**config.mk**
```make
export PLATFORM = sky130hd
export DESIGN_NAME = sample_demux
export DESIGN_NICKNAME = d
export VERILOG_FILES = /design/src/rtl/sample_demux.sv
export SDC_FILE = /design/constraint.sdc
export NUM_CORES = 1
export LEC_CHECK = 0
export BUFFER_PORTS_ARGS = -buffer_cell sky130_fd_sc_hd__buf_2
export CORE_UTILIZATION = 52
export CTS_CLUSTER_SIZE = 24
export DETAILED_ROUTE_END_ITERATION = 6
export PLACE_DENSITY = 0.82
export SYNTH_ARGS = -nofsm -noshare
export SYNTH_HDL_FRONTEND = slang
export SYNTH_SLANG_ARGS = --single-unit
```
**constraint.sdc**
```tcl
create_clock -name clk -period 1.9 [get_ports clk]
set_clock_uncertainty 0.1 [all_clocks]
set_input_delay 0 -clock clk [delete_from_list [all_inputs] [get_ports clk]]
set_output_delay 0 -clock clk [all_outputs]
set_load 0.05 [all_outputs]
```
**src/rtl/sample_demux.sv**
```systemverilog
module sample_demux #(
  parameter int W = 10
) (
  input  logic           clk,
  input  logic           rst_n,
  input  logic           drr_n,
  input  logic           ratio4,
  input  logic           stagger,
  input  logic           half_rate,
  input  logic           bist,
  input  logic           gray,
  input  logic           sleep,
  input  logic [W-1:0]   smp,
  input  logic           ovr,
  output logic [4*W-1:0] q_data,
  output logic [3:0]     q_flag,
  output logic           rdy
);

  function automatic logic [W-1:0] checker_word();
    logic [W-1:0] v;
    for (int i = 0; i < W; i++) v[i] = ((W - 1 - i) % 2) == 0;
    return v;
  endfunction

  localparam logic [W-1:0] PAT = checker_word();

  logic [1:0]   ph;
  logic [1:0]   last;
  logic         grp_end, evt, bcyc;
  logic [W-1:0] code;
  logic [W-1:0] shd [4];
  logic [3:0]   shd_ovr;
  logic [3:0]   ld;
  logic [W-1:0] nxt [4];
  logic [3:0]   nxt_ovr;

  assign last    = ratio4 ? 2'd3 : 2'd1;
  assign grp_end = ph >= last;
  assign code    = gray ? (smp ^ (smp >> 1)) : smp;
  assign evt     = (stagger && !bist) ? (ph == 2'd0) : grp_end;

  always_comb begin
    for (int k = 0; k < 4; k++) begin
      if (bist) begin
        ld[k]      = grp_end;
        nxt[k]     = ((k == 2) ? ~PAT : PAT) ^ {W{bcyc}};
        nxt_ovr[k] = 1'b0;
      end else if (stagger) begin
        ld[k]      = (2'(k) <= last) && (ph == 2'(k));
        nxt[k]     = code;
        nxt_ovr[k] = ovr;
      end else begin
        ld[k]      = (2'(k) <= last) && grp_end;
        nxt[k]     = (2'(k) == last) ? code : shd[k];
        nxt_ovr[k] = (2'(k) == last) ? ovr : shd_ovr[k];
      end
    end
  end

  always_ff @(posedge clk or negedge rst_n) begin
    if (!rst_n) begin
      ph      <= '0;
      bcyc    <= 1'b0;
      rdy     <= 1'b0;
      q_data  <= '0;
      q_flag  <= '0;
      shd_ovr <= '0;
      for (int k = 0; k < 4; k++) shd[k] <= '0;
    end else if (!drr_n) begin
      ph  <= '0;
      rdy <= 1'b0;
      if (stagger) q_flag <= '0;
    end else if (!sleep) begin
      ph   <= grp_end ? 2'd0 : ph + 2'd1;
      rdy  <= half_rate ? (rdy ^ evt) : evt;
      bcyc <= bist ? (bcyc ^ grp_end) : 1'b0;
      for (int k = 0; k < 4; k++) begin
        if (ph == 2'(k)) begin
          shd[k]     <= code;
          shd_ovr[k] <= ovr;
        end
        if (ld[k]) q_data[k*W +: W] <= nxt[k];
        if (stagger)
          q_flag[k] <= half_rate ? (q_flag[k] ^ ld[k]) : ld[k];
        else if (ld[k])
          q_flag[k] <= nxt_ovr[k];
      end
    end
  end

endmodule

```
# ---- Word-level counts from Yosys, hierarchy flattened
# Cells that the tools add are included.
# Widths: inputs -> output; s select.
dict set report totals {
  ff_bits 92
  out_inout_bits 45
  elab_cells 124
  inputBits 20
}
dict set report classes {
  eq_ne 7
  n_addsub 1
  n_bitwise 9
  mux 53
  n_reduce_logical 30
  n_lt_le_gt_ge 5
}
# cell count
set op_table {}
lappend op_table {{$mux 10} 13}
lappend op_table {{$reduce_and 3->1} 12}
lappend op_table {{$mux 1} 33}
lappend op_table {{$mux 4} 3}
lappend op_table {{$reduce_bool 3->1} 4}
lappend op_table {{$xor 10x9->10} 1}
lappend op_table {{$logic_and 1x1->1} 9}
lappend op_table {{$mux 2} 4}
lappend op_table {{$xor 1x1->1} 6}
lappend op_table {{$not 5->5} 1}
lappend op_table {{$eq 2x2->1 const A} 2}
lappend op_table {{$eq 2x2->1 const B} 2}
lappend op_table {{$le 1x2->1 const A} 2}
lappend op_table {{$le 2x2->1 const A} 2}
lappend op_table {{$logic_not 2->1} 2}
lappend op_table {{$add 2x1->2 const B} 1}
lappend op_table {{$eq 1x2->1 const A} 1}
lappend op_table {{$eq 2x1->1 const B} 1}
lappend op_table {{$ge 2x2->1} 1}
lappend op_table {{$ne 2x2->1 const B} 1}
lappend op_table {{$reduce_and 2->1} 1}
lappend op_table {{$reduce_bool 2->1} 1}
lappend op_table {{$logic_not 1->1} 1}
lappend op_table {{$not 1->1} 1}

# ---- Logic depth before layout (Yosys ltp)
# Gate-level depths: netlist (run 1).
dict set report depth {
  word_depth 10
  mapped_depth 10
  depth_no_buf 6
}

# ---- Least setup slack after synthesis (run 1)
# Ideal clock, no wire load.
dict set report synth_path {
  kind {in2reg}
  from {input ratio4}
  to {register q_flag[2]}
  t_required_ps 1674
  arrival_ps 1870
  n_path_buf 3
  setup_slack_ps -196
  setup_ps 126
  cell_stages 9
  cell_sequence {clkbuf_1 clkbuf_1 inv_1 ha_1 a21oi_2 o22ai_1 a31o_2 buf_6 a221o_1}
}
dict set report synth_via {
  elab_chain_len 10
  elab_cells_between_ends 18
  classes_between {order compare (2); eq/ne (1); mux (10); bitwise (1); reduce/logical (4)}
}
# element line
set synth_lines {}
lappend synth_lines {{start, declared} 7} ;# input logic ratio4,
lappend synth_lines {{$mux 2 (*)} 38} ;# assign last = ratio4 ? 2'd3 : 2'd1;
lappend synth_lines {{$le 2x2->1 / $ge 2x2->1 (equally long branches)} {50, 54, 39}}
lappend synth_lines {{$logic_and 1x1->1, on equally long branches} {54, 50}}
lappend synth_lines {{$mux 1} 49} ;# end else if (stagger) begin
lappend synth_lines {{$mux 1} 45} ;# if (bist) begin
lappend synth_lines {{$xor 1x1->1} 85} ;# q_flag[k] <= half_rate ? (q_flag[k] ^ ld[k]) : ld[k];
lappend synth_lines {{$mux 1} 85}
lappend synth_lines {{$mux 1} 84} ;# if (stagger)
lappend synth_lines {{$mux 4} 74} ;# end else if (!sleep) begin
lappend synth_lines {{$mux 4} 70} ;# end else if (!drr_n) begin
lappend synth_lines {{end signal, assigned by index} 85}
lappend synth_lines {{end signal, assigned by index} 87} ;# q_flag[k] <= nxt_ovr[k];
lappend synth_lines {{end, declared} 16} ;# output logic [3:0] q_flag,
# Mark *: on every way between the ends. The rest lies on a longest branch, timed or not. The select of a mux whose other input is x is not followed.
# A chain may end at the register's enable or synchronous reset.

# ---- Worst setup path after layout (run 1)
dict set report layout_path {
  from {register ph[1]}
  to {register q_flag[3]}
}
dict set report layout_via {
  elab_chain_len 9
  elab_cells_between_ends 13
  classes_between {order compare (1); eq/ne (1); mux (6); bitwise (1); reduce/logical (4)}
}
# element line
set layout_lines {}
lappend layout_lines {{start, declared} 28} ;# logic [1:0] ph;
lappend layout_lines {{start signal, assigned} 75} ;# ph <= grp_end ? 2'd0 : ph + 2'd1;
lappend layout_lines {{$ge 2x2->1 / $eq 2x2->1 (equally long branches)} {39, 50}}
lappend layout_lines {{$logic_and 1x1->1, on equally long branches} {54, 50}}
lappend layout_lines {{$mux 1} 49}
lappend layout_lines {{$mux 1 (*)} 45}
lappend layout_lines {{$xor 1x1->1} 85}
lappend layout_lines {{$mux 1} 85}
lappend layout_lines {{$mux 1} 84}
lappend layout_lines {{$mux 4} 74}
lappend layout_lines {{$mux 4} 70}
# Marks and branches as above.

==> impl_results.md, run 1 <==
- FF+latch count, synth: ~90
- Stages on worst setup path: 8
- Fmax: around 520 MHz
- Routability cong.: around 0.93
- Tcrit/Tclk final: 1.01
- Setup violators final: 4
- Cell count after synthesis: roughly 500
- WP data arrival: between 2000 and 2500 ps
- DR DRC count: 0
- Initial Util: 0.532
- Outcome: finished, violations left
- RR Startpoint: ph[1]
- Compound-Gate Fraction of Synth Area: 0.220
- First-pass GRT wire length: approximately 20 mm
- Multi-input logic area: approximately 2300 µm²
- # clock sinks: 91
- Total global routing overflow: 0
- Max VDD drop: roughly 1100 µV
- Yosys cell types: 50
- CP max stage cell: dfrtp_1
- Worst path bufs/invs: 3
- Commonest non-fill, non-tap cell in the layout: dfrtp_1
- I/O pin total: 65
- Simple-Gate Fraction of Synth Area: 0.175
- Synth area leaders: dfrtp_1, o21ai_0, nand2_1, a21oi_1, nor2_1
- Total track usage: 0.283
- Total power per unit cell area: around 1300 nW/µm²
- Die H: between 90 and 100 µm
- ANT nets after route: 0
- Reg2reg end: q_flag[3]
- RSZ-0062 raised after global routing: yes
- Largest net degree at the start of global routing: 45
- Max Fanout on Critical Path: 4
- Vias in the first global route: 3856
- Clk buf depth: 2
- Vias: roughly 4.2k
- Failing checks: negative setup slack
- Final core utilization: 0.665
- Critical Path End Type: flip-flop
- Fill cells: approximately 700
- Setup CP Type: reg -> reg
- Post-synth EDFFs: 0
- Reg clk slew, reported paths: roughly 90 ps
- Max Cap Violations: 0
- Crit-path most repeated cell: buf_4
- Commonest non-fill, non-tap cells in the layout: dfrtp_1, buf_2, nand2_1
- Actual slew at the worst max-slew pin: 587 ps
- Std cell rows: 34
- Post-route cell area: ~5800 µm²
- Post-DP HPWL: between 8 and 9 mm
- Cells on worst reg2reg path: 8
- Startpoint types: flip-flop
- Part of the Yosys area used for sequential elements: 0.493
- Die ar.: 9260 µm²
- Final worst setup slack: -25.5 ps
- Crit path launch: ph[1]
- Crit path time final: between 1500 and 2000 ps
- CP required: 2090 ps
- Clock H-tree levels: 3
- Adder-cell share of the synthesized area: 0.0136
- Largest stage delay, worst path: roughly 430 ps
- Register Area: roughly 2300 µm²
- Core Area: between 8000 and 9000 µm²
- Hold/Removal Path Class: in -> reg
- Worst skew pair latency: between 300 and 400 ps
- Initial antenna violation count: 0
- Yosys top cell area share: 0.493
- Max Transition Viols Final: 0
- Die X-Extent: about 96 µm
- CTS Buf Count: 9
- Async SR Flop Fraction: 1.00
- Largest family of logic cells by synthesized area: compound AO/OA/AOI/OAI gates
- Worst R2R Setup Slack: -30 ps
- Area grow syn2layout: 25.0%
- IO buf count: between 60 and 70
- CTS tree: built
- Xor/xnor cell area share of the yosys netlist: 0.00190
- Drt via density: between 5 and 6
- Nets: 614
- First-pass detailed-route iteration total: 5
- Ys flop type: dfrtp_1
- Setup crit end: q_flag[3]
- Rel. slew slack: 0.609
- Final hold vios: 0
- Post-DR wirelength/cell: 18.1 µm
- Worst-path cell chain: buf_4 > buf_4 > ha_1 > nand2_1 > o22ai_2 > buf_4 > or3_1 > nand4_1
- Layout cell share with drive strength beyond 1: 0.310
- Mux contribution to synthesized area: 0.0450
- Leakage: 2.62 nW
- Syn avg cell area: roughly 9.3 µm²
- Synth area leader: dfrtp_1
- Synth warn: 0
- Initial DRC Count: around 320
- Diode count: 0
- Mapped cell area: around 4600 µm²
- CTS root buffer: clkbuf_8
- Placed cell area: between 5000 and 6000 µm²
- Synth Net Count: 520
- Kind of cell adding the most delay to the critical path: simple AND/OR/NAND/NOR gates
- Final wirelength: approximately 13 mm
==> flip-flops by register name, indices dropped and copies added (netlist names) <==
register	flops
q_flag	4
bcyc	1
rdy	1
ph	2
shd	40
shd_ovr	3
q_data	40
==> power by group <==
group          total [mW]  internal [mW]  leakage [nW]  switching [mW]
Sequential           2.85           2.51          1.13           0.336
Combinational        3.02          0.888          1.38            2.14
Clock                1.45          0.771         0.102           0.676
==> worst min path at each step <==
stage / start / cells past startpoint / to
detailed placement: rst_n / 1 / q_data[29]
floorplan: rst_n / 0 / bcyc
global route: bist / 3 / q_data[37]
global placement: rst_n / 1 / q_flag[0]
finish: bist / 3 / q_data[37]
CTS: bist / 3 / q_data[37]
==> tightest hold or removal path, stage by stage <==
cell,delay [ps]
buf_2,190
a211oi_1,70
o22a_1,170
==> routing by layer <==
| layer | global-route usage | part of all wire | vias to the layer above |
|---|---|---|---|
| met1 | 0.396 | 0.45 | 2056 |
| met4 | 0.132 | 0.032 | 0 |
| li1 | - | - | 1943 |
| met3 | 0.0442 | 0.058 | 30 |
| met2 | 0.430 | 0.46 | 168 |
| met5 | 0 | 0 | - |
==> cell type report <==
| type | instances | area share |
|---|---|---|
| clock buffers | 11 | 0.0245 |
| clock inverters | 4 | 0.0130 |
| inverters | 16 | 0.0104 |
| multi-input cells | 353 | 0.391 |
| flip-flops and latches | 91 | 0.395 |
| well taps | 108 | 0.0234 |
| repair buffers | 118 | 0.143 |
==> timing repair <==
item	4_1_cts	5_1_grt
setup buffers	0	2
hold endpoints to repair	82	0
setup endpoints to repair	24	43
hold buffers	8	0
resized for setup	8	35
cloned	0	3
pin swaps	2	4
==> synthesized netlist by cell type, types with 9 or more instances <==
| master | instances |
|---|---|
| o21ai_0 | 51 |
| nor2_1 | 44 |
| clkbuf_1 | 11 |
| a31oi_1 | 17 |
| a21oi_1 | 33 |
| o2bb2ai_1 | 9 |
| nor3_1 | 17 |
| buf_2 | 15 |
| inv_1 | 15 |
| dfrtp_1 | 91 |
| mux2_2 | 14 |
| nand2_1 | 56 |
==> logic make-up (layout without fill, tap and decap cells) <==
group | count (synthesis) | count (layout)
compound gates | 158 | 158
xor+xnor | 1 | 1
fa+ha+maj | 5 | 5
buf+inv | 51 | 149
flops | 91 | 91
simple gates | 170 | 170
mux | 19 | 19
==> metrics by stage <==
step	hold slack [ps]	cells	setup slack [ps]	total power, mW	TNS [ps]
CTS	24.5	696	-4.94	7.22	-6.93
global placement	-67.7	673	23.6	5.68	0
global route	45.5	701	-100	7.70	-549
finish	14.4	701	-25.5	7.32	-63.7
detailed placement	-57.8	673	-31.8	5.76	-161
floorplan	-396	495	6.10	4.95	0
No activity file was read; power rests on OpenSTA's default activity.
==> inputs of run 2 (changes only) <==
PLACE_DENSITY = 0.79   (was 0.82)
==> run 2 against run 1 <==
The run now ends clean. Combinational power fell by 2%. Non-clock buffer count fell by 5. Sequential power barely moved. First-iteration DRC count up 1.6%. Die area did not move. Routed wire length fell by 1.2%. Via count decreased by 0.45%. Worst setup slack better by 56 ps. Final cell count is 0.57% lower. Global-route usage up 1.2 points. Worst hold slack improved by 31 ps. Highest routed layer unchanged.
==> impl_results.md, run 2 (synthesis gave the netlist of run 1 again) <==
- Setup violators final: 0
- Die H: 96.2 µm
- Worst skew pair latency: 360 ps
- Commonest non-fill, non-tap cells in the layout: dfrtp_1, buf_2, nand2_1
- Vias: 4178
- Vias in the first global route: 4033
- RSZ-0062 raised after global routing: yes
- Area grow syn2layout: 20.6%
- RR Startpoint: ph[1]
- Crit path time final: ~1900 ps
- Core Area: between 8000 and 9000 µm²
- Post-DP HPWL: approximately 8.9 mm
- Max VDD drop: between 900 and 1000 µV
- Max Cap Violations: 0
- Initial Util: 0.532
- Std cell rows: 34
- Final Power: ~7.1 mW
- CTS Buf Count: 9
- Cells on worst reg2reg path: 7
- Total power per unit cell area: around 1300 nW/µm²
- Startpoint types: flip-flop
- Layout cell share with drive strength beyond 1: 0.270
- WP data arrival: roughly 2000 ps
- Leakage: between 2 and 3 nW
- I/O pin total: 65
- Hold/Removal Path Class: in -> reg
- Sequential share of power: 0.397
- Fmax: between 500 and 600 MHz
- Commonest non-fill, non-tap cell in the layout: dfrtp_1
- Clock power share: 0.188
- Critical Path End Type: flip-flop
- Psw: approximately 3.1 mW
- CP required: between 2000 and 2500 ps
- Setup CP Type: reg -> reg
- Setup TNS: 0 ps
- Initial antenna violation count: 0
- Largest net degree at the start of global routing: 45
- Routability cong.: approximately 0.93
- Reg2reg end: q_flag[0]
- Setup crit end: q_flag[0]
- Largest stage delay, worst path: about 450 ps
- First-pass GRT wire length: roughly 20 mm
- Clock H-tree levels: 3
- Post-DR wirelength/cell: ~18 µm
- CTS root buffer: clkbuf_8
- Max Fanout on Critical Path: 5
- CP max stage cell: dfrtp_2
- Die X-Extent: between 90 and 100 µm
- Tcrit/Tclk final: 0.984
- IO buf count: 64
- Clk buf depth: 2
- Outcome: finished clean
- Worst-path cell chain: ha_4 > a21oi_4 > buf_6 > buf_4 > nor3_1 > and3_1 > a221o_1
- Initial DRC Count: 320
- First-pass detailed-route iteration total: 7
- Sw frac: 0.442
- Total track usage: 0.295
- Biggest regs: q_data x40, shd x40, q_flag x4
- Crit path launch: ph[1]
- # clock sinks: 91
- Nets: around 610
- Actual slew at the worst max-slew pin: 587 ps
- Total global routing overflow: 0
- Reg clk slew, reported paths: roughly 90 ps
- CTS tree: built
- Die ar.: just over 9000 µm²
- Rel. slew slack: 0.608
- Diode count: 0
- Internal power: between 3 and 4 mW
- Final wirelength: about 13 mm
- Worst R2R Setup Slack: about 30 ps
- Drt via density: ~6
- ANT nets after route: 0
- Combinational cell fraction of total power: 0.414
- Final hold vios: 0
- DR DRC count: 0
- Max Transition Viols Final: 0
run 2: cell count changes in the layout (fill, tap and decap cells not counted), moves of 3 or more:
| cell | previous run | this run |
|---|---|---|
| nor2_2 | 6 | 0 |
| nor2_4 | 4 | 1 |
| nor2_1 | 34 | 43 |
| a21oi_2 | 6 | 1 |
| a21oi_1 | 27 | 33 |
| clkinv_4 | 0 | 4 |
run 2: worst max-delay path: cells and delay by family, from the launching register on:
kind                     cells  cell delay [ps]
flip-flops                   1              450
buffers and inverters        2              280
AO/OA/AOI/OAI                2              440
AND/OR/NAND/NOR              2              260
adder cells (fa/ha/maj)      1              240
run 2: final cells by class:
cell class / instances / area (µm²)
multi-input combinational: 353 / 2170
timing repair buffer: 113 / 726
clock inverter: 6 / 73.8
clock buffer: 10 / 128
sequential: 91 / 2280
inverter: 16 / 60.1
fill: 741 / 3110
tap: 108 / 135
run 2: what timing repair did:
item | in CTS | in global routing
gates resized for setup | 2 | 9
setup endpoints to repair | 8 | 40
setup buffers | 1 | 0
cloned | 0 | 0
pin swaps | 1 | 2
endpoints found under the hold margin | 63 | 0
hold buffers | 6 | 0
run 2: metal layers:
layer / up-vias / GRT usage / wire (µm)
li1: 1932 / - / -
met1: 2016 / 0.405 / 5360
met2: 207 / 0.472 / 5980
met3: 23 / 0.0545 / 923
met4: 0 / 0.0983 / 252
met5: - / 0 / 0
run 2: stage by stage:
step | area (µm²) | setup WS, ps | hold slack, ps | util | std cells
4_1_cts | 5520 | 7.07 | 32.1 | 0.636 | 697
3_3_place_gp | 5240 | 35.9 | -74.8 | 0.604 | 674
3_5_place_dp | 5240 | -85.1 | -68.2 | 0.604 | 674
5_1_grt | 5570 | -46.5 | 71.9 | 0.642 | 697
2_1_floorplan | 4630 | 6.10 | -396 | - | 495
6_report | 5570 | 30.4 | 45.5 | 0.642 | 697
run 2: worst min path at each step:
stage	startpoint	depth (start not counted)	end	slack, ps
after detailed placement	rst_n	1	q_data[29]	-70
after CTS	stagger	3	q_flag[1]	30
after global placement	rst_n	1	q_data[29]	-70
after global routing	stagger	3	q_flag[1]	70
final	stagger	3	q_flag[1]	50
after floorplan	rst_n	0	bcyc	-400
run 2: power by group through the flow:
stage / combinational (mW) / clock (mW) / sequential, mW
floorplan: 0.846 / 0 / 4.11
global placement: 2.85 / 0 / 2.83
detailed placement: 2.91 / 0 / 2.85
CTS: 2.93 / 1.36 / 2.83
global route: 3.16 / 1.44 / 2.92
finish: 2.95 / 1.34 / 2.83
==> inputs of run 3 (changes only) <==
CTS_BUF_LIST = sky130_fd_sc_hd__clkbuf_16   (was default)
PLACE_DENSITY = 0.83   (was 0.79)
==> run 3 against run 2 <==
The flow now finishes with violations (negative setup slack). Count of clock-buffer cells in the layout shrank 1. Highest routed layer unchanged. Die area is the same. Sequential share of layout area shrank 2.1 points. Worst hold slack lost 15 ps. First-iteration DRC count grew 7.2%. Utilization grew 3.5 points. Flip-flop and latch count is the same. Non-clock buffer count grew 5. Routed wire length grew 2.9%. Power grew 7.3%. Final area grew 5.4%.
==> impl_results.md, run 3 (synthesis gave the netlist of run 1 again) <==
- Rel. slew slack: 0.639
- Final worst setup slack: -21.3 ps
- Total track usage: 0.290
- Die X-Extent: between 90 and 100 µm
- Initial Util: 0.532
- Diode count: 0
- Total global routing overflow: 0
- Initial antenna violation count: 0
- Setup CP Type: reg -> reg
- Commonest non-fill, non-tap cell in the layout: dfrtp_1
- Core Area: ~8700 µm²
- CTS tree: built
- Min Hold Slack: slightly above 30 ps
- Post-DR wirelength/cell: about 18 µm
- Actual slew at the worst max-slew pin: between 500 and 600 ps
- Drt via density: slightly above 6
- CP required: between 2000 and 2500 ps
- Post-DP HPWL: between 8 and 9 mm
- RSZ-0062 raised after global routing: yes
- Failing checks: negative setup slack
- Setup violators final: 4
- Std cell rows: 34
- Die ar.: just over 9000 µm²
- Largest net degree at the start of global routing: 36
- Initial DRC Count: between 300 and 400
- Crit path time final: just under 2000 ps
- Final hold vios: 0
- WHS Path Cells: 4
- I/O pin total: 65
- Biggest regs: q_data x40, shd x40, q_flag x4
- Total power per unit cell area: roughly 1300 nW/µm²
- Area grow syn2layout: 27.2%
- Crit path launch: ph[1]
- Max Fanout on Critical Path: 5
- CTS root buffer: clkbuf_16
- Tcrit/Tclk final: 1.01
- Layout cell share with drive strength beyond 1: 0.310
- Nets: a little over 600
- Max Transition Viols Final: 0
- DR DRC count: 0
- Clock power share: 0.223
- Combinational cell fraction of total power: 0.403
- CTS Buf Count: 9
- Final wirelength: between 10 and 15 mm
- Max Cap Violations: 0
- Sequential share of power: 0.373
- # clock sinks: 91
- Routability cong.: 0.901
- Vias: about 4.3k
- Hold/Removal Path Class: in -> reg
- Critical Path End Type: flip-flop
- Cells on worst reg2reg path: 8
- Commonest non-fill, non-tap cells in the layout: dfrtp_1, buf_2, nand2_1
- Internal power: around 4.3 mW
- Worst skew pair latency: 340 ps
- Vias in the first global route: between 3k and 4k
- IO buf count: 64
- Leakage: roughly 2.7 nW
- Place WS: -46.1 ps
- RR Startpoint: ph[1]
- Reg clk slew, reported paths: around 70 ps
- Die H: roughly 96 µm
- Clock H-tree levels: 3
- Psw: around 3.3 mW
- Startpoint types: flip-flop
- Hold Startpoint: drr_n
- Sw frac: 0.432
- Outcome: finished, violations left
- WP data arrival: about 2000 ps
- Max VDD drop: 926 µV
- ANT nets after route: 0
- Setup TNS: -34.2 ps
- Clk buf depth: 2
- Fmax: approximately 520 MHz
- First-pass detailed-route iteration total: 5
- First-pass GRT wire length: about 20 mm
[run 3: power groups by stage]
stage	combinational [mW]	sequential, mW	clock (mW)
5_1_grt	3.27	2.92	1.81
3_3_place_gp	2.85	2.83	0
6_report	3.08	2.85	1.70
2_1_floorplan	0.846	4.11	0
4_1_cts	2.94	2.83	1.73
3_5_place_dp	2.91	2.85	0
[run 3: timing repair]
action | CTS | global route
gates resized for setup | 4 | 43
pin swaps | 1 | 10
buffers inserted | 1 | 5
endpoints found under the hold margin | 102 | 0
cloned | 0 | 3
hold buffers | 7 | 0
setup endpoints to repair | 24 | 44
[run 3: path summary, 6_finish.rpt]
path | endpoint | slack [ps]
max reg2reg | q_data[37] | -20
min in group asynchronous | q_flag[2] | 60
min | q_flag[1] | 30
max | q_data[37] | -20
max in group asynchronous | q_data[3] | 1080
min reg2reg | shd[30] | 380
[run 3: stage by stage]
stage | total power [mW] | std cells | utilization | instance area, µm²
6_report | 7.63 | 702 | 0.676 | 5870
5_1_grt | 8.01 | 702 | 0.676 | 5870
4_1_cts | 7.49 | 694 | 0.646 | 5610
3_5_place_dp | 5.76 | 670 | 0.602 | 5230
3_3_place_gp | 5.68 | 670 | 0.602 | 5230
2_1_floorplan | 4.95 | 495 | - | 4630
[run 3: layout make-up]
cell class	count	area (µm²)
well taps	108	135
clock buffers	9	225
fillers	666	2810
flip-flops and latches	91	2280
repair buffers	118	833
inverters	16	60.1
multi-input cells	353	2280
clock inverters	7	58.8
[run 3: critical path, stage by stage, from the launching register on]
cell and delay [ps]:
dfrtp_2 440, ha_4 260, a21oi_4 200, buf_6 140, buf_6 90, nor2_4 40, o21a_4 240, buf_6 120
o22a_1 180
[run 3: per-layer routing]
| layer | routed length, µm | up-vias | track usage |
|---|---|---|---|
| li1 | - | 1945 | - |
| met1 | 5520 | 2078 | 0.416 |
| met2 | 6010 | 220 | 0.443 |
| met3 | 1050 | 30 | 0.0521 |
| met4 | 309 | 0 | 0.0995 |
| met5 | 0 | - | 0 |
